`config.mk`:
```
export PLATFORM = sky130hd
export DESIGN_NAME = disk_data_fifo
export DESIGN_NICKNAME = d
export VERILOG_FILES = /design/src/rtl/dfifo_pkg.sv /design/src/rtl/dfifo_mem.sv /design/src/rtl/dfifo_disk.sv /design/src/rtl/disk_data_fifo.sv
export SDC_FILE = /design/constraint.sdc
export NUM_CORES = 1
export LEC_CHECK = 0
export CAP_MARGIN = 20
export CORE_AREA = 2 2 172 140
export CTS_CLUSTER_SIZE = 28
export DETAILED_ROUTE_END_ITERATION = 8
export DIE_AREA = 0 0 174 142
export HOLD_SLACK_MARGIN = 0.1
export SYNTH_ARGS = -nofsm -noshare
export SYNTH_HDL_FRONTEND = slang
export SYNTH_SLANG_ARGS = --single-unit
```
`constraint.sdc`:
```
create_clock -name clk -period 7.1 [get_ports clk]
set_clock_uncertainty 0.15 [all_clocks]
set_input_delay 1.42 -clock clk [delete_from_list [all_inputs] [get_ports clk]]
set_output_delay 1.42 -clock clk [all_outputs]
set_load 0.1 [all_outputs]
```
`src/rtl/dfifo_pkg.sv`:
```
package dfifo_pkg;

  typedef enum logic [1:0] {
    PH_CMD    = 2'd0,
    PH_EXEC   = 2'd1,
    PH_RESULT = 2'd2,
    PH_IDLE   = 2'd3
  } phase_t;

  // One byte into a CRC-16, polynomial 0x1021, MSB first
  function automatic logic [15:0] crc_step(input logic [15:0] c, input logic [7:0] b);
    logic [15:0] r;
    r = c;
    for (int i = 7; i >= 0; i--) begin
      if (r[15] ^ b[i]) r = {r[14:0], 1'b0} ^ 16'h1021;
      else              r = {r[14:0], 1'b0};
    end
    return r;
  endfunction

  function automatic int eff_thr(input logic [3:0] f);
    return (f == 4'd0) ? 1 : int'(f);
  endfunction

  // read side: enough bytes are waiting
  function automatic logic read_req(input int lvl, input int depth, input int thr);
    return (lvl + thr) >= depth;
  endfunction

  // write side: enough free space
  function automatic logic write_req(input int lvl, input int thr);
    return lvl <= thr;
  endfunction

endpackage

```
`src/rtl/dfifo_mem.sv`:
```
module dfifo_mem #(
  parameter int DEPTH = 16,
  parameter int W     = 8,
  localparam int AW   = (DEPTH > 1) ? $clog2(DEPTH) : 1,
  localparam int LW   = $clog2(DEPTH + 1)
) (
  input  logic          clk,
  input  logic          rst_n,
  input  logic          flush,
  input  logic          push,
  input  logic          pop,
  input  logic [W-1:0]  wdata,
  output logic [W-1:0]  rdata,
  output logic [LW-1:0] level
);

  logic [W-1:0]  store_q [DEPTH];
  logic [AW-1:0] wr_ptr_q, rd_ptr_q;

  function automatic logic [AW-1:0] nxt(input logic [AW-1:0] p);
    return (p == AW'(DEPTH - 1)) ? '0 : p + AW'(1);
  endfunction

  assign rdata = store_q[rd_ptr_q];

  always_ff @(posedge clk) begin
    if (push && !flush) store_q[wr_ptr_q] <= wdata;
  end

  always_ff @(posedge clk or negedge rst_n) begin
    if (!rst_n) begin
      wr_ptr_q <= '0;
      rd_ptr_q <= '0;
      level    <= '0;
    end else if (flush) begin
      wr_ptr_q <= '0;
      rd_ptr_q <= '0;
      level    <= '0;
    end else begin
      if (push) wr_ptr_q <= nxt(wr_ptr_q);
      if (pop)  rd_ptr_q <= nxt(rd_ptr_q);
      case ({push, pop})
        2'b10:   level <= level + LW'(1);
        2'b01:   level <= level - LW'(1);
        default: level <= level;
      endcase
    end
  end

  assert_level_bound_R8: assert property (@(posedge clk) disable iff (!rst_n)
    level <= LW'(DEPTH));
  assert_no_push_full_R8: assert property (@(posedge clk) disable iff (!rst_n)
    !(push && !pop && level == LW'(DEPTH)));
  assert_no_pop_empty_R8: assert property (@(posedge clk) disable iff (!rst_n)
    !(pop && level == '0));

endmodule

```
`src/rtl/dfifo_disk.sv`:
```
module dfifo_disk
  import dfifo_pkg::*;
#(
  parameter int SECTOR_BYTES = 512,
  localparam int CW = $clog2(SECTOR_BYTES + 3)
) (
  input  logic       clk,
  input  logic       rst_n,
  input  logic       flush,
  input  logic       step,
  input  logic       is_write,
  input  logic [7:0] byte_in,
  output logic       data_slot,
  output logic       done,
  output logic [7:0] wbyte
);

  logic [CW-1:0] cnt_q;
  logic [15:0]   crc_q;

  assign data_slot = cnt_q < CW'(SECTOR_BYTES);
  assign done      = cnt_q >= CW'(SECTOR_BYTES + 2);

  always_ff @(posedge clk or negedge rst_n) begin
    if (!rst_n) begin
      cnt_q <= '0;
      crc_q <= 16'hFFFF;
      wbyte <= 8'h00;
    end else if (flush) begin
      cnt_q <= '0;
      crc_q <= 16'hFFFF;
      wbyte <= 8'h00;
    end else if (step && !done) begin
      cnt_q <= cnt_q + CW'(1);
      if (data_slot) begin
        crc_q <= crc_step(crc_q, byte_in);
        if (is_write) wbyte <= byte_in;
      end else if (is_write) begin
        wbyte <= (cnt_q == CW'(SECTOR_BYTES)) ? crc_q[15:8] : crc_q[7:0];
      end
    end
  end

  assert_cnt_bound_R11: assert property (@(posedge clk) disable iff (!rst_n)
    cnt_q <= CW'(SECTOR_BYTES + 2));
  assert_crc_frozen_R11: assert property (@(posedge clk) disable iff (!rst_n)
    (done && !flush) |=> $stable(wbyte));

endmodule

```
`src/rtl/disk_data_fifo.sv`:
```
module disk_data_fifo
  import dfifo_pkg::*;
#(
  parameter int DEPTH        = 16,
  parameter int SECTOR_BYTES = 512,
  localparam int LW = $clog2(DEPTH + 1)
) (
  input  logic       clk,
  input  logic       rst_n,
  input  logic [1:0] phase,
  input  logic       dir_read,
  input  logic       cfg_wr,
  input  logic       cfg_fifo_en,
  input  logic [3:0] cfg_thresh,
  input  logic       host_wr,
  input  logic [7:0] host_wdata,
  input  logic       host_rd,
  output logic [7:0] host_rdata,
  input  logic       dec_take,
  input  logic       dec_give,
  input  logic [7:0] dec_byte,
  input  logic       disk_strobe,
  input  logic [7:0] disk_rdata,
  output logic [7:0] disk_wdata,
  output logic       svc_req,
  output logic       rqm,
  output logic       dio,
  output logic       ovr_flag,
  output logic       und_flag
);

  phase_t ph;
  logic fifo_en_q, prev_exec_q;
  logic [3:0] thr_q;
  logic in_cmd, in_exec, in_res, flush;
  logic [LW-1:0] level;
  logic [7:0] head, push_data, step_byte;
  logic empty, at_cap, data_slot, sector_done;
  logic push, pop, disk_step, rd_stop;
  logic disk_take, ovr_ev, rd_push, wr_step, und_ev, wr_pop;
  logic host_push_x, host_pop_x;
  int   thr;

  assign ph      = phase_t'(phase);
  assign in_cmd  = (ph == PH_CMD);
  assign in_exec = (ph == PH_EXEC);
  assign in_res  = (ph == PH_RESULT);
  assign flush   = in_exec && !prev_exec_q;
  assign thr     = eff_thr(thr_q);

  assign empty  = (level == '0);
  assign at_cap = (in_exec && fifo_en_q) ? (level == LW'(DEPTH)) : !empty;

  // read direction: disk fills, host drains
  assign rd_stop   = ovr_flag || !data_slot;
  assign disk_take = in_exec && dir_read && disk_strobe && !rd_stop && !flush;
  assign ovr_ev    = disk_take && at_cap;
  assign rd_push   = disk_take && !at_cap;
  assign host_pop_x = in_exec && dir_read && host_rd && !empty && !flush;

  // write direction: host fills, disk drains
  assign wr_step     = in_exec && !dir_read && disk_strobe && !sector_done && !flush;
  assign und_ev      = wr_step && data_slot && empty && !und_flag;
  assign wr_pop      = wr_step && data_slot && !empty && !und_flag;
  assign host_push_x = in_exec && !dir_read && host_wr && !und_flag && data_slot
                       && !at_cap && !flush;

  assign push = rd_push || host_push_x
             || (in_cmd && host_wr && empty)
             || (in_res && dec_give && empty);
  assign pop  = wr_pop || host_pop_x
             || (in_cmd && dec_take && !empty)
             || (in_res && host_rd && !empty);

  assign push_data = (in_exec && dir_read) ? disk_rdata
                   : in_res ? dec_byte : host_wdata;
  assign disk_step = rd_push || wr_step;
  assign step_byte = dir_read ? disk_rdata : ((und_flag || empty) ? 8'h00 : head);

  dfifo_mem #(.DEPTH(DEPTH), .W(8)) u_mem (
    .clk(clk), .rst_n(rst_n), .flush(flush), .push(push), .pop(pop),
    .wdata(push_data), .rdata(head), .level(level)
  );

  dfifo_disk #(.SECTOR_BYTES(SECTOR_BYTES)) u_disk (
    .clk(clk), .rst_n(rst_n), .flush(flush), .step(disk_step),
    .is_write(!dir_read), .byte_in(step_byte), .data_slot(data_slot),
    .done(sector_done), .wbyte(disk_wdata)
  );

  always_ff @(posedge clk or negedge rst_n) begin
    if (!rst_n) begin
      fifo_en_q   <= 1'b0;
      thr_q       <= 4'd0;
      prev_exec_q <= 1'b0;
      ovr_flag    <= 1'b0;
      und_flag    <= 1'b0;
    end else begin
      prev_exec_q <= in_exec;
      if (cfg_wr && in_cmd) begin
        fifo_en_q <= cfg_fifo_en;
        thr_q     <= cfg_thresh;
      end
      if (flush || (in_res && host_rd)) begin
        ovr_flag <= 1'b0;
        und_flag <= 1'b0;
      end else begin
        if (ovr_ev) ovr_flag <= 1'b1;
        if (und_ev) und_flag <= 1'b1;
      end
    end
  end

  always_comb begin
    svc_req = 1'b0;
    if (in_exec) begin
      if (dir_read)
        svc_req = rd_stop ? !empty
                : fifo_en_q ? read_req(int'(level), DEPTH, thr) : !empty;
      else if (!und_flag && data_slot)
        svc_req = fifo_en_q ? write_req(int'(level), thr) : empty;
    end
  end

  assign host_rdata = head;
  assign dio = in_res || (in_exec && dir_read);
  assign rqm = in_exec ? svc_req : (dio ? !empty : empty);

  assert_flush_R4: assert property (@(posedge clk) disable iff (!rst_n)
    flush |=> (level == '0));
  assert_ovr_latch_R9: assert property (@(posedge clk) disable iff (!rst_n)
    ovr_ev |=> ovr_flag);
  assert_und_latch_R10: assert property (@(posedge clk) disable iff (!rst_n)
    und_ev |=> und_flag);
  assert_req_exec_R5: assert property (@(posedge clk) disable iff (!rst_n)
    svc_req |-> in_exec);
  assert_cfg_hold_R2: assert property (@(posedge clk) disable iff (!rst_n)
    !in_cmd |=> ($stable(fifo_en_q) && $stable(thr_q)));
  assert_und_silent_R10: assert property (@(posedge clk) disable iff (!rst_n)
    (und_flag && in_exec && !dir_read) |-> !svc_req);

endmodule

```
Word-level counts from Yosys, hierarchy flattened
Memory sizes are Yosys's and may differ from the RTL's.
Cells that the tools add are included.
{"block": "classes", "add_sub_neg": 6, "magnitude_cmp": 4, "eq_ne": 9, "mux": 68, "bitwise": 16, "n_reduce_logical": 69}
{"cell": "$mux W16", "n": 24}
{"cell": "$mux W13", "n": 8}
{"cell": "$mux W8", "n": 10}
{"cell": "$logic_and A1 B1 Y1", "n": 37}
{"cell": "$mux W4", "n": 7}
{"cell": "$not A3 Y3", "n": 8}
{"cell": "$mux W10", "n": 2}
{"cell": "$mux W1", "n": 15}
{"cell": "$reduce_bool A2 Y1", "n": 6}
{"cell": "$logic_or A1 B1 Y1", "n": 11}
{"cell": "$add A10 B1 Y10 const B", "n": 1}
{"cell": "$eq A10 B10 Y1 const B", "n": 1}
{"cell": "$ge A10 B10 Y1 const B", "n": 1}
{"cell": "$lt A10 B10 Y1 const B", "n": 1}
{"cell": "$pmux W5 S2", "n": 1}
{"cell": "$logic_not A1 Y1", "n": 9}
{"cell": "$add A4 B1 Y4 const B", "n": 2}
{"cell": "$eq A4 B4 Y1 const B", "n": 2}
{"cell": "$xor A1 B1 Y1", "n": 8}
{"cell": "$add A5 B4 Y6", "n": 1}
{"cell": "$ge A6 B5 Y1 const B", "n": 1}
{"cell": "$add A5 B1 Y5 const B", "n": 1}
{"cell": "$eq A5 B5 Y1 const B", "n": 1}
{"cell": "$le A5 B4 Y1", "n": 1}
{"cell": "other kinds (10)", "n": 13}
{"block": "totals", "register_bits": 55, "ramBits": 128, "input_bits": 40, "out_inout_bits": 21, "elab_cells": 184, "mem_count": 1}
{"memory": "u_mem.store_q", "depth": 16, "width": 8, "read_ports": 1, "rd_ports_with_merged_regs": 0, "wr": 1, "line": "dfifo_mem.sv:17", "source": "logic [W-1:0] store_q [DEPTH];"}

Logic depth before layout (Yosys ltp)
Gate-level depths: netlist of run 1.
{"block": "logic_depth", "ltp_word": 46, "depth_mapped": 12}

Modules after synthesis
Synthesis of run 1 repeated with hierarchy kept, for this count alone.
{"block": "hier_totals", "cells_unflattened": 687, "hier_area_um2": 8903.5}
{"mod": "dfifo_mem", "n_inst": 1, "cells_per_inst": 325, "area_each_um2": 5793.1, "seq_area_each_um2": 4169.0}
{"mod": "dfifo_disk", "n_inst": 1, "cells_per_inst": 222, "area_each_um2": 2018.2, "seq_area_each_um2": 870.8}
{"mod": "disk_data_fifo", "n_inst": 1, "cells_per_inst": 140, "area_each_um2": 1092.3, "seq_area_each_um2": 200.2}

Worst setup path after synthesis of run 1
Ideal clock, no wire load.
{"block": "synth_timing", "path_kind": "in2out", "from": "input port dir_read", "to": "output port rqm", "arrival_time_ns": 4.240, "required_time_ns": 5.530, "path_slack_ns": 1.290, "stages": 5, "n_path_buf": 2, "path_cell_list": "buf_6 -> clkbuf_1 -> o21ai_0 -> a21oi_1 -> a211o_1"}
{"block": "synth_between", "elab_cells_between_ends": 6, "classes_between": "mux: 4; reduce/logical: 2"}
{"item": "from (decl)", "line": "disk_data_fifo.sv:11", "source": "input logic dir_read,"}
{"item": "$mux W1", "line": "disk_data_fifo.sv:117", "source": "if (dir_read)"}
{"item": "$mux W1", "line": "disk_data_fifo.sv:116", "source": "if (in_exec) begin"}
{"item": "net svc_req", "line": "disk_data_fifo.sv:25", "source": "output logic svc_req,"}
{"item": "$mux W1", "line": "disk_data_fifo.sv:127", "source": "assign rqm = in_exec ? svc_req : (dio ? !empty : empty);"}
{"item": "to (decl)", "line": "disk_data_fifo.sv:26", "source": "output logic rqm,"}
The timed path passes the listed nets, and every way through them passes these cells.

Worst setup path in the final report of run 1
{"block": "layout_timing", "from": "register u_mem.rd_ptr_q[0]", "to": "output port host_rdata[5]"}
{"block": "layout_between", "elab_chain_len": 1}
{"item": "from (decl)", "line": "dfifo_mem.sv:18", "source": "logic [AW-1:0] wr_ptr_q, rd_ptr_q;"}
{"item": "from (signal assigned)", "line": "dfifo_mem.sv:41", "source": "if (pop) rd_ptr_q <= nxt(rd_ptr_q);"}
{"item": "$mem_v2 Z16 W8"}
{"item": "to (decl)", "line": "disk_data_fifo.sv:18", "source": "output logic [7:0] host_rdata,"}
Every way passes these cells.

==> implementation parameters, run 1 <==
Parameter                              Value

Logic synthesis
  Synth async-reset ratio ... 0.301
  Sequential area share after synthesis ... 0.580
  Ranking of synthesized cells by area ... sky130_fd_sc_hd__edfxtp_1, sky130_fd_sc_hd__dfrtp_1, sky130_fd_sc_hd__mux4_2
  Main synth FF type ... sky130_fd_sc_hd__edfxtp_1
  Library cell occupying the most area in the post-synthesis netlist ... sky130_fd_sc_hd__edfxtp_1
  FF+latch count, synth ... 183
  Yosys synthesis warning count ... 0
  Instance count of the mapped netlist ... 696
  Synthesized area divided by synthesized cell count ... 13.0 µm²
  Top cell type's share of synthesized area ... 0.425
  Post-Synthesis Net Count ... 752
  Post-synth cell types ... 72
  Post-synth EDFFs ... 128
  Area of the mapped netlist ... 9040 µm²

Finish
  Post-synthesis to final-layout area growth ... 16.5%
  Fillers ... 2,114
  Share of post-route cells with drive strength above 1 ... 0.175
  Final net count ... 805
  Share of the core filled with cells ... 0.458
  Final antenna diode count ... 0

Floorplanning
  I/O Pins ... 61
  Die Ht ... 142 µm
  FP Rows ... 50
  Placeable core region ... 23,000 µm²
  Horizontal die dimension ... 174 µm
  Effective utilization at floorplan ... 0.393
  Die Area ... 24,700 µm²

Drt
  Number of optimization iterations in the first detailed-route pass ... 5
  Post-detailed-routing wire length ... 22,300 µm
  Vias per inst ... 5.63
  Remaining antenna violation count after routing ... 0
  Routed via count ... 6,049
  Number of design rule violations left after detail routing ... 0
  Average routed wire per standard cell ... 20.7 µm
  DRC marker count from the first detailed-route iteration ... 529

Setup path
  Critical path data arrival time ... 3910 ps
  Capturing point of the worst reg2reg path ... u_disk.crc_q[7]
  Kind of end point of the critical path ... output port
  Critical path class ... reg2out
  Worst Path Required ... 5530 ps
  Worst reg2reg path depth ... 8
  Launch instance of the worst register-to-register path ... u_mem.rd_ptr_q[0]
  Worst setup SP type ... register
  Max Fanout on Critical Path ... 26
  Slack of the worst reg-to-reg path ... 3290 ps

Clock tree
  Hold-fix buffers at CTS ... 0
  Clock tree root driver cell ... sky130_fd_sc_hd__clkbuf_16
  Clock insertion delay at the later pin of the skew report ... 440 ps
  Count of H-tree levels built during CTS ... 4
  Clock tree sinks ... 183
  Resize count post-CTS ... 0
  Clock tree from TritonCTS ... built
  Number of buffers created by CTS ... 17
  Clock input transition at the sequential cells of the worst setup and hold paths ... 80 ps
  Maximum buffer depth of the clock tree ... 2
  Number of setup buffers added after CTS ... 0

GRT
  Pin count of the biggest net entering global routing ... 56
  Vias in the first global route ... 5,895
  Antenna violations before repair ... 0
  GRT Overall Usage ... 0.183
  Wire length of the first global-routing pass ... 34,300 µm
  Global-route congestion overflow total ... 0

STA
  Setup TNS ... 0 ps
  Relative max-transition margin ... 0.336
  Final number of hold-violating endpoints ... 0
  Min Hold Slack ... 360 ps
  Maximum clock frequency ... 182 MHz
  Setup repair after global routing missed its margin ... no
  # setup viols final ... 0
  Worst-Margin Slew ... 996 ps
  Count of final max-slew check failures ... 0
  Min Tclk post-route ... 5480 ps
  Final worst-path cycle share ... 0.772

Min path
  Number of instances on the worst hold path ... 2
  Hold Path Class ... reg2reg
  Worst Hold End ... u_disk.wbyte[0]
  Startpoint of the most critical hold path ... u_disk.wbyte[0]

Job
  Max capacitance violation total ... 0

Place
  PortBufs ... 60
  Final estimated routing congestion in global placement ... 0.862
  DP Wirelength ... 15,700 µm

Outcome
  Run status ... complete, no violations

Power and ir drop
  IR Drop Worst-Case VDD ... 0.000217 V
  Overall Power ... 3.57 mW
  Pwr dens ... 339 nW/µm²
  Leakage ... 3.81 nW
[state kept, by name, indices dropped and copies added, names as in the netlist]
name and cells:
u_disk.cnt_q 10, prev_exec_q 1, thr_q 4, u_mem.store_q 128
u_mem.wr_ptr_q 4, ovr_flag 1, fifo_en_q 1, und_flag 1
u_disk.crc_q 16, u_mem.rd_ptr_q 4, u_disk.wbyte 8, u_mem.level 5
[cell usage in the layout (no fill, tap or decap), types with 4 or more instances in the layout]
| master | instances |
|---|---|
| sky130_fd_sc_hd__edfxtp_1 | 128 |
| sky130_fd_sc_hd__clkdlybuf4s50_1 | 56 |
| sky130_fd_sc_hd__nand2_1 | 47 |
| sky130_fd_sc_hd__nor2_1 | 45 |
| sky130_fd_sc_hd__dfrtp_1 | 38 |
| sky130_fd_sc_hd__o21ai_0 | 33 |
| sky130_fd_sc_hd__nor3_1 | 31 |
| sky130_fd_sc_hd__inv_1 | 27 |
| sky130_fd_sc_hd__a21oi_1 | 27 |
| sky130_fd_sc_hd__mux4_2 | 26 |
| sky130_fd_sc_hd__mux2_2 | 21 |
| sky130_fd_sc_hd__mux2i_1 | 19 |
| sky130_fd_sc_hd__xnor2_1 | 17 |
| sky130_fd_sc_hd__nand3_1 | 17 |
| sky130_fd_sc_hd__clkbuf_16 | 17 |
| sky130_fd_sc_hd__ha_1 | 16 |
| sky130_fd_sc_hd__buf_4 | 16 |
| sky130_fd_sc_hd__dfstp_2 | 16 |
| sky130_fd_sc_hd__and2_1 | 15 |
| sky130_fd_sc_hd__a22oi_1 | 10 |
| sky130_fd_sc_hd__o22ai_1 | 7 |
| sky130_fd_sc_hd__a31o_2 | 7 |
| sky130_fd_sc_hd__a211oi_1 | 7 |
| sky130_fd_sc_hd__nand2b_1 | 6 |
| sky130_fd_sc_hd__nor4_1 | 6 |
| sky130_fd_sc_hd__and3_1 | 5 |
| sky130_fd_sc_hd__xor2_1 | 5 |
| sky130_fd_sc_hd__a221oi_1 | 5 |
| sky130_fd_sc_hd__clkinv_8 | 5 |
| sky130_fd_sc_hd__nor2b_1 | 4 |
| sky130_fd_sc_hd__or3_1 | 4 |
| sky130_fd_sc_hd__nand4_1 | 4 |
| sky130_fd_sc_hd__inv_12 | 4 |
[final cells by class]
class,instances,area (µm²),share of cell area
sequential,183,5240,0.498
multi-input combinational,447,3480,0.331
timing repair buffer,73,686,0.0651
clock buffer,17,425,0.0404
tap,312,390,0.0371
clock inverter,15,206,0.0196
inverter,27,101,0.00962
[stage by stage]
step	instances	setup slack [ps]	area, µm²
2_1_floorplan	696	1290	9040
3_3_place_gp	1042	1960	9900
3_5_place_dp	1042	1820	9900
4_1_cts	1074	1600	10500
5_1_grt	1074	1480	10500
6_report	1074	1620	10500
[kinds of logic (layout without fill, tap and decap cells)]
family,Yosys count,count (layout),synth area share
buffers and inverters,66,132,0.0354
DFF,183,183,0.580
muxes,66,66,0.112
and+or+nand+nor,203,203,0.112
AOI/OAI and AO/OA,134,134,0.103
xor gates and xnor gates,28,28,0.0358
adders and majority gates,16,16,0.0221
[worst max-delay path, stage by stage (launching register included)]
cell and delay, ps:
sky130_fd_sc_hd__dfrtp_2 870, sky130_fd_sc_hd__buf_4 420, sky130_fd_sc_hd__mux4_2 570, sky130_fd_sc_hd__a22o_1 280, sky130_fd_sc_hd__or2_1 310, sky130_fd_sc_hd__clkdlybuf4s50_1 1000
[power by group]
group | leakage (nW) | internal (mW) | total [mW] | switching, mW
Sequential | 1.85 | 1.22 | 1.33 | 0.117
Clock | 0.304 | 0.492 | 0.992 | 0.501
Combinational | 1.66 | 0.486 | 1.25 | 0.761
Total | 3.81 | 2.19 | 3.57 | 1.38
[per-layer routing]
layer  vias up  global-route usage  part of all wire
met5         -                   0                 0
met4         0              0.0407             0.012
met3        26              0.0505             0.068
met2       226               0.278              0.46
met1      3050               0.262              0.46
li1       2747                   -                 -
[cell usage after synthesis, types with 7 or more instances]
cell type	number
sky130_fd_sc_hd__edfxtp_1	128
sky130_fd_sc_hd__nand2_1	47
sky130_fd_sc_hd__nor2_1	46
sky130_fd_sc_hd__dfrtp_1	39
sky130_fd_sc_hd__o21ai_0	33
sky130_fd_sc_hd__nor3_1	31
sky130_fd_sc_hd__a21oi_1	27
sky130_fd_sc_hd__inv_1	27
sky130_fd_sc_hd__mux4_2	26
sky130_fd_sc_hd__clkbuf_1	22
sky130_fd_sc_hd__mux2_2	21
sky130_fd_sc_hd__mux2i_1	19
sky130_fd_sc_hd__nand3_1	17
sky130_fd_sc_hd__xnor2_1	17
sky130_fd_sc_hd__dfstp_2	16
sky130_fd_sc_hd__ha_1	16
sky130_fd_sc_hd__and2_1	15
sky130_fd_sc_hd__a22oi_1	10
sky130_fd_sc_hd__a211oi_1	7
sky130_fd_sc_hd__a31o_2	7
sky130_fd_sc_hd__o22ai_1	7
[how the worst max path moves through the flow]
stage,startpoint,slack (ps),end,depth (start not counted)
floorplan,dir_read,1290,rqm,5
global placement,dir_read,1960,rqm,6
detailed placement,phase[0],1820,dio,4
CTS,u_mem.rd_ptr_q[0],1600,host_rdata[5],5
global route,u_mem.rd_ptr_q[0],1480,host_rdata[5],5
finish,u_mem.rd_ptr_q[0],1620,host_rdata[5],5
(Power assumes the default switching activity.)
==> run 2: changes to the inputs <==
==> constraint.sdc (replaced) <==
create_clock -name clk -period 5.2 [get_ports clk]
set_clock_uncertainty 0.15 [all_clocks]
set_input_delay 1.04 -clock clk [delete_from_list [all_inputs] [get_ports clk]]
set_output_delay 1.04 -clock clk [all_outputs]
set_load 0.1 [all_outputs]
==> run 2 against run 1 <==
Final cell count up 0.65%. Worst setup slack worse by 740 ps. Largest cell class unchanged. Total power up 36%. Largest power group unchanged. Via count up 1.0%. Combinational power up 38%. Critical endpoint unchanged. Global-route usage up 1.1 points. Clock-buffer cell count unchanged.
==> implementation parameters, run 2 (synthesis gave the netlist of run 1 again) <==
Parameter                              Value

Setup path
  Kind of end point of the critical path ... output port
  Crit path buffers/inverters ... 2 (unchanged)
  Kind of cell adding the most delay to the critical path ... flip-flops
  Worst Path Required ... 4010 ps (-1520 ps)
  Cell count along the critical path ... 5 (unchanged)
  Slack of the worst reg-to-reg path ... 1420 ps (-1870 ps)
  Delay of the slowest cell on the worst path ... 1010 ps (about the same)
  Capturing point of the worst reg2reg path ... u_disk.crc_q[5]
  Worst setup startpoint ... u_mem.rd_ptr_q[1]
  Max Fanout on Critical Path ... 22 (-15%)
  Launch instance of the worst register-to-register path ... u_mem.rd_ptr_q[1]
  Critical path class ... reg2out
  Worst setup SP type ... register
  CP most frequent cell ... sky130_fd_sc_hd__buf_4
  Slowest CP cell ... sky130_fd_sc_hd__dfrtp_1
  Critical path data arrival time ... 3140 ps (-770 ps)
  Worst reg2reg path depth ... 8 (unchanged)
  Critical-path cell list ... buf_4, mux4_2, a22o_1, or2_1, buf_4

Power and ir drop
  Pwr dens ... 460 nW/µm² (+36%)
  Fraction of power consumed by the clock network ... 0.272 (-0.006)
  Internal Pwr Total ... 2.99 mW (+36%)
  Power dissipated by switching net loads ... 1.88 mW (+36%)
  IR Drop Worst-Case VDD ... 0.000288 V (+32%)
  Part of the power in registers ... 0.373 (about the same)
  Leakage ... 3.86 nW (+1.2%)
  Net switching fraction of the power ... 0.386 (about the same)
  Fraction of power consumed by combinational cells ... 0.355 (+0.006)

Floorplanning
  Die Ht ... 142 µm (unchanged)
  Die Area ... 24,700 µm² (unchanged)
  Horizontal die dimension ... 174 µm (unchanged)
  FP Rows ... 50 (unchanged)
  Effective utilization at floorplan ... 0.393 (unchanged)
  Placeable core region ... 23,000 µm² (unchanged)
  I/O Pins ... 61 (unchanged)

Finish
  Largest registers in the final layout ... u_mem.store_q x128, u_disk.crc_q x16, u_disk.cnt_q x10
  Post-synthesis to final-layout area growth ... 17.1%
  Most frequent cells in the layout ... sky130_fd_sc_hd__edfxtp_1, sky130_fd_sc_hd__clkdlybuf4s50_1, sky130_fd_sc_hd__nand2_1
  Final antenna diode count ... 0 (unchanged)
  Final net count ... 812 (+0.87%)
  Most common library cell in the layout ignoring fill and taps ... sky130_fd_sc_hd__edfxtp_1
  Fillers ... 2,090 (-1.1%)
  Flip-flop count of the largest register after layout ... 128 (unchanged)
  Share of post-route cells with drive strength above 1 ... 0.192 (+0.0179)
  Top register by number of flip-flops ... u_mem.store_q

STA
  Final worst-path cycle share ... 0.832
  Min Tclk post-route ... 4330 ps
  Relative max-transition margin ... 0.328 (-0.00771)
  Maximum clock frequency ... 231 MHz
  Final number of hold-violating endpoints ... 0 (unchanged)
  Worst-Margin Slew ... 1010 ps (+11.6 ps)
  Min Hold Slack ... 364 ps (+3.84 ps)
  Setup TNS ... 0 ps (unchanged)
  Setup repair after global routing missed its margin ... no
  # setup viols final ... 0 (unchanged)
  Count of final max-slew check failures ... 0 (unchanged)

Drt
  DRC marker count from the first detailed-route iteration ... 622 (+18%)
  Detailed-routed wire length on met3 ... 1460 µm (-3.4%)
  Routed via count ... 6,111 (+1.0%)
  Vias per inst ... 5.65 (+0.37%)
  Met2 wire len ... 10,500 µm (+2.3%)
  Number of optimization iterations in the first detailed-route pass ... 6 (+1)
  Post-detailed-routing wire length ... 23,200 µm (+4.2%)
  Average routed wire per standard cell ... 21.5 µm (+3.5%)
  Number of design rule violations left after detail routing ... 0 (unchanged)
  Uppermost metal layer occupied by signal nets ... met4
  Met1 routed wirelength after detailed routing ... 10,700 µm (+5.5%)
  Remaining antenna violation count after routing ... 0 (unchanged)

Clock tree
  Clock insertion delay at the later pin of the skew report ... 440 ps (about the same)
  Resize count post-CTS ... 0 (unchanged)
  Count of H-tree levels built during CTS ... 4 (unchanged)
  Clock tree root driver cell ... sky130_fd_sc_hd__clkbuf_16
  Hold-fix buffers at CTS ... 0 (unchanged)
  Clock input transition at the sequential cells of the worst setup and hold paths ... 80 ps (about the same)
  Number of setup buffers added after CTS ... 0 (unchanged)
  Maximum buffer depth of the clock tree ... 2 (unchanged)
  Clock tree sinks ... 183 (unchanged)
  Number of buffers created by CTS ... 17 (unchanged)
  Clock tree from TritonCTS ... built

GRT
  Antenna violations before repair ... 0 (unchanged)
  GRT Overall Usage ... 0.194 (+0.0110)
  Global-route congestion overflow total ... 0 (unchanged)
  Wire length of the first global-routing pass ... 35,700 µm (+4.1%)
  Pin count of the biggest net entering global routing ... 56 (unchanged)
  Vias in the first global route ... 6,003 (+1.8%)

Job
  Max capacitance violation total ... 0 (unchanged)

Min path
  Worst Hold End ... u_disk.wbyte[5]
  Hold Path Class ... reg2reg
  Number of instances on the worst hold path ... 1 (-1)
  Startpoint of the most critical hold path ... u_disk.wbyte[5]

Place
  DP Wirelength ... 16,400 µm (+4.4%)
  PortBufs ... 60 (unchanged)
  Final estimated routing congestion in global placement ... 0.901 (+4.5%)

Outcome
  Run status ... complete, no violations
-- run 2: cell types whose count changed in the layout (fill, tap and decap cells not counted), moves of 3 or more --
| cell | previous run | this run |
|---|---|---|
| sky130_fd_sc_hd__inv_12 | 4 | 1 |
| sky130_fd_sc_hd__buf_12 | 0 | 3 |
| sky130_fd_sc_hd__clkdlybuf4s50_1 | 56 | 48 |
| sky130_fd_sc_hd__buf_4 | 16 | 28 |
-- run 2: worst max path at each step --
stage / to / slack, ps
after floorplan: rqm / 150
after global placement: u_mem.level[4] / 1060
after detailed placement: u_mem.store_q[5][2] / 910
after CTS: host_rdata[5] / 870
after global routing: host_rdata[5] / 770
final: host_rdata[5] / 870
-- run 2: cell type report --
type,count,area (µm²),area share
sequential,183,5240,0.495
multi-input combinational,447,3480,0.329
timing repair buffer,80,756,0.0714
clock buffer,17,425,0.0402
tap,312,390,0.0369
clock inverter,15,193,0.0182
inverter,27,101,0.00957
-- run 2: layer usage --
metal	track usage	vias up
met3	0.0329	36
met5	0	-
met1	0.287	3092
li1	-	2755
met4	0.0646	0
met2	0.290	228
-- run 2: metrics by stage --
step | area [µm²] | cells | util | power, mW | setup slack (ps)
after detailed placement | 9970 | 1049 | 0.433 | 3.56 | 913
final | 10600 | 1081 | 0.460 | 4.87 | 875
after global routing | 10600 | 1081 | 0.460 | 5.08 | 775
after CTS | 10600 | 1081 | 0.460 | 4.89 | 872
after global placement | 9970 | 1049 | 0.433 | 3.54 | 1060
after floorplan | 9040 | 696 | - | 3.12 | 150
-- run 2: power by group through the flow --
stage,Combinational [mW],Sequential (mW),Clock (mW)
2_1_floorplan,1.35,1.77,0
3_3_place_gp,1.70,1.84,0
3_5_place_dp,1.71,1.85,0
4_1_cts,1.73,1.82,1.35
5_1_grt,1.84,1.84,1.40
6_report,1.73,1.82,1.33
==> run 3: changes to the inputs <==
==> constraint.sdc (replaced) <==
create_clock -name clk -period 4.2 [get_ports clk]
set_clock_uncertainty 0.15 [all_clocks]
set_input_delay 0.84 -clock clk [delete_from_list [all_inputs] [get_ports clk]]
set_output_delay 0.84 -clock clk [all_outputs]
set_load 0.1 [all_outputs]
==> run 3 against run 2 <==
Worst setup slack got worse by 490 ps. Total power increased by 26%. Sequential share of layout area decreased by 0.56 points. Critical path depth unchanged. Cell area increased by 1.1%. Non-clock buffer count increased by 13. Final cell count increased by 1.2%. Critical endpoint is now host_rdata[1].
==> implementation parameters, run 3 (synthesis gave the netlist of run 1 again) <==
Parameter                              Value

Clock tree
  Maximum buffer depth of the clock tree ... 2 (unchanged)
  Resize count post-CTS ... 0 (unchanged)
  Clock insertion delay at the later pin of the skew report ... 440 ps (about the same)
  Clock tree sinks ... 183 (unchanged)
  Clock tree root driver cell ... sky130_fd_sc_hd__clkbuf_16
  Clock input transition at the sequential cells of the worst setup and hold paths ... 70 ps (about the same)
  Count of H-tree levels built during CTS ... 4 (unchanged)
  Number of setup buffers added after CTS ... 0 (unchanged)
  Number of buffers created by CTS ... 17 (unchanged)
  Clock tree from TritonCTS ... built
  Hold-fix buffers at CTS ... 0 (unchanged)

Drt
  Vias per inst ... 5.63 (-0.38%)
  Remaining antenna violation count after routing ... 0 (unchanged)
  Number of design rule violations left after detail routing ... 0 (unchanged)
  Routed via count ... 6,161 (+0.82%)
  Post-detailed-routing wire length ... 23,100 µm (-0.63%)
  Average routed wire per standard cell ... 21.1 µm (-1.8%)
  Number of optimization iterations in the first detailed-route pass ... 5 (-1)
  DRC marker count from the first detailed-route iteration ... 574 (-7.7%)

GRT
  Wire length of the first global-routing pass ... 35,300 µm (-0.97%)
  Antenna violations before repair ... 1 (+1)
  GRT Overall Usage ... 0.190 (-0.00338)
  Pin count of the biggest net entering global routing ... 38 (-32%)
  Vias in the first global route ... 6,100 (+1.6%)
  Global-route congestion overflow total ... 0 (unchanged)

Setup path
  Launch instance of the worst register-to-register path ... u_mem.rd_ptr_q[0]
  Critical path class ... reg2out
  Delay of the slowest cell on the worst path ... 640 ps (-370 ps)
  Crit path buffers/inverters ... 2 (unchanged)
  Capturing point of the worst reg2reg path ... u_disk.crc_q[7]
  Slack of the worst reg-to-reg path ... 710 ps (-710 ps)
  CP most frequent cell ... sky130_fd_sc_hd__buf_4
  Worst setup SP type ... register
  Critical-path cell list ... buf_4, mux4_2, a22oi_1, nand2_1, buf_4
  Worst Path Required ... 3210 ps (-800 ps)
  Critical path data arrival time ... 2820 ps (-320 ps)
  Kind of end point of the critical path ... output port
  Worst reg2reg path depth ... 8 (unchanged)
  Max Fanout on Critical Path ... 15 (-32%)
  Kind of cell adding the most delay to the critical path ... flip-flops
  Slowest CP cell ... sky130_fd_sc_hd__dfrtp_2

Finish
  Final antenna diode count ... 0 (unchanged)
  Most common library cell in the layout ignoring fill and taps ... sky130_fd_sc_hd__edfxtp_1
  Flip-flop count of the largest register after layout ... 128 (unchanged)
  Post-synthesis to final-layout area growth ... 18.5%
  Non-Filler Instances ... 1,094 (+1.2%)
  Fillers ... 2,056 (-1.6%)
  Most frequent cells in the layout ... sky130_fd_sc_hd__edfxtp_1, sky130_fd_sc_hd__clkdlybuf4s50_1, sky130_fd_sc_hd__nand2_1
  Final net count ... 825 (+1.6%)
  Share of post-route cells with drive strength above 1 ... 0.206 (+0.0134)
  Top register by number of flip-flops ... u_mem.store_q
  Final std cell area, no fill ... 10,700 µm² (+1.1%)
  Largest registers in the final layout ... u_mem.store_q x128, u_disk.crc_q x16, u_disk.cnt_q x10
  Share of the core filled with cells ... 0.465 (+0.00527)

STA
  Count of final max-slew check failures ... 0 (unchanged)
  Maximum clock frequency ... 262 MHz
  Worst-Margin Slew ... 997 ps (-11.1 ps)
  Final number of hold-violating endpoints ... 0 (unchanged)
  Post-route worst setup slack ... 386 ps (-488 ps)
  Setup TNS ... 0 ps (unchanged)
  Min Tclk post-route ... 3810 ps
  Min Hold Slack ... 186 ps (-178 ps)
  Relative max-transition margin ... 0.334 (+0.00534)
  # setup viols final ... 0 (unchanged)
  Setup repair after global routing missed its margin ... no
  Final worst-path cycle share ... 0.908

Floorplanning
  FP Rows ... 50 (unchanged)
  Effective utilization at floorplan ... 0.393 (unchanged)
  Horizontal die dimension ... 174 µm (unchanged)
  Die Ht ... 142 µm (unchanged)
  Placeable core region ... 23,000 µm² (unchanged)
  I/O Pins ... 61 (unchanged)
  Die Area ... 24,700 µm² (unchanged)

Min path
  Hold Path Class ... in2async

Job
  Max capacitance violation total ... 0 (unchanged)

Power and ir drop
  IR Drop Worst-Case VDD ... 0.000329 V (+15%)
  Pwr dens ... 572 nW/µm² (+24%)
  Leakage ... 3.92 nW (+1.6%)
  Overall Power ... 6.13 mW (+26%)

Place
  DP Wirelength ... 16,800 µm (+2.5%)
  Final estimated routing congestion in global placement ... 0.927 (+2.9%)
  Worst slack, placed ... 277 ps (-635 ps)
  PortBufs ... 60 (unchanged)
  Post-Place Cells ... 1,062 (+1.2%)
  Post-place instance area ... 10,100 µm² (+1.6%)

Outcome
  Run status ... complete, no violations
[run 3: where the power goes]
part           total [mW]  switching, mW  internal, mW
logic                2.31           1.38         0.933
clock network        1.58          0.706         0.878
registers            2.23          0.173          2.06
total                6.13           2.26          3.87
[run 3: per-layer routing]
metal | vias up | global-route usage | wire [µm]
li1 | 2778 | - | -
met3 | 21 | 0.0379 | 1400
met1 | 3149 | 0.268 | 10500
met2 | 213 | 0.303 | 10900
met4 | 0 | 0.0495 | 278
met5 | - | 0 | 0
[run 3: area by class of cell]
cell class / instances / area (µm²) / share of cell area
clock buffers: 17 / 425 / 0.0397
clock inverters: 15 / 153 / 0.0143
inverters: 27 / 101 / 0.00946
multi-input cells: 447 / 3500 / 0.326
flip-flops and latches: 183 / 5240 / 0.489
well taps: 312 / 390 / 0.0364
repair buffers: 93 / 903 / 0.0843
[run 3: worst max-delay path by stage]
stage / cells after the start / start / to / slack (ps)
6_report: 5 / u_mem.rd_ptr_q[0] / host_rdata[1] / 390
5_1_grt: 5 / u_mem.rd_ptr_q[0] / host_rdata[3] / 290
4_1_cts: 5 / u_mem.rd_ptr_q[0] / host_rdata[1] / 380
3_5_place_dp: 12 / phase[1] / u_mem.level[4] / 280
3_3_place_gp: 8 / phase[1] / u_mem.store_q[5][2] / 430
2_1_floorplan: 9 / thr_q[1] / rqm / 90
[run 3: worst reg2reg max path, delay by kind of cell (launching register included)]
family	cells	cell delay (ps)
AO/OA/AOI/OAI	3	830
XOR/XNOR	2	710
flip-flops	1	640
multiplexers	1	550
buffers and inverters	1	300
AND/OR/NAND/NOR	1	240
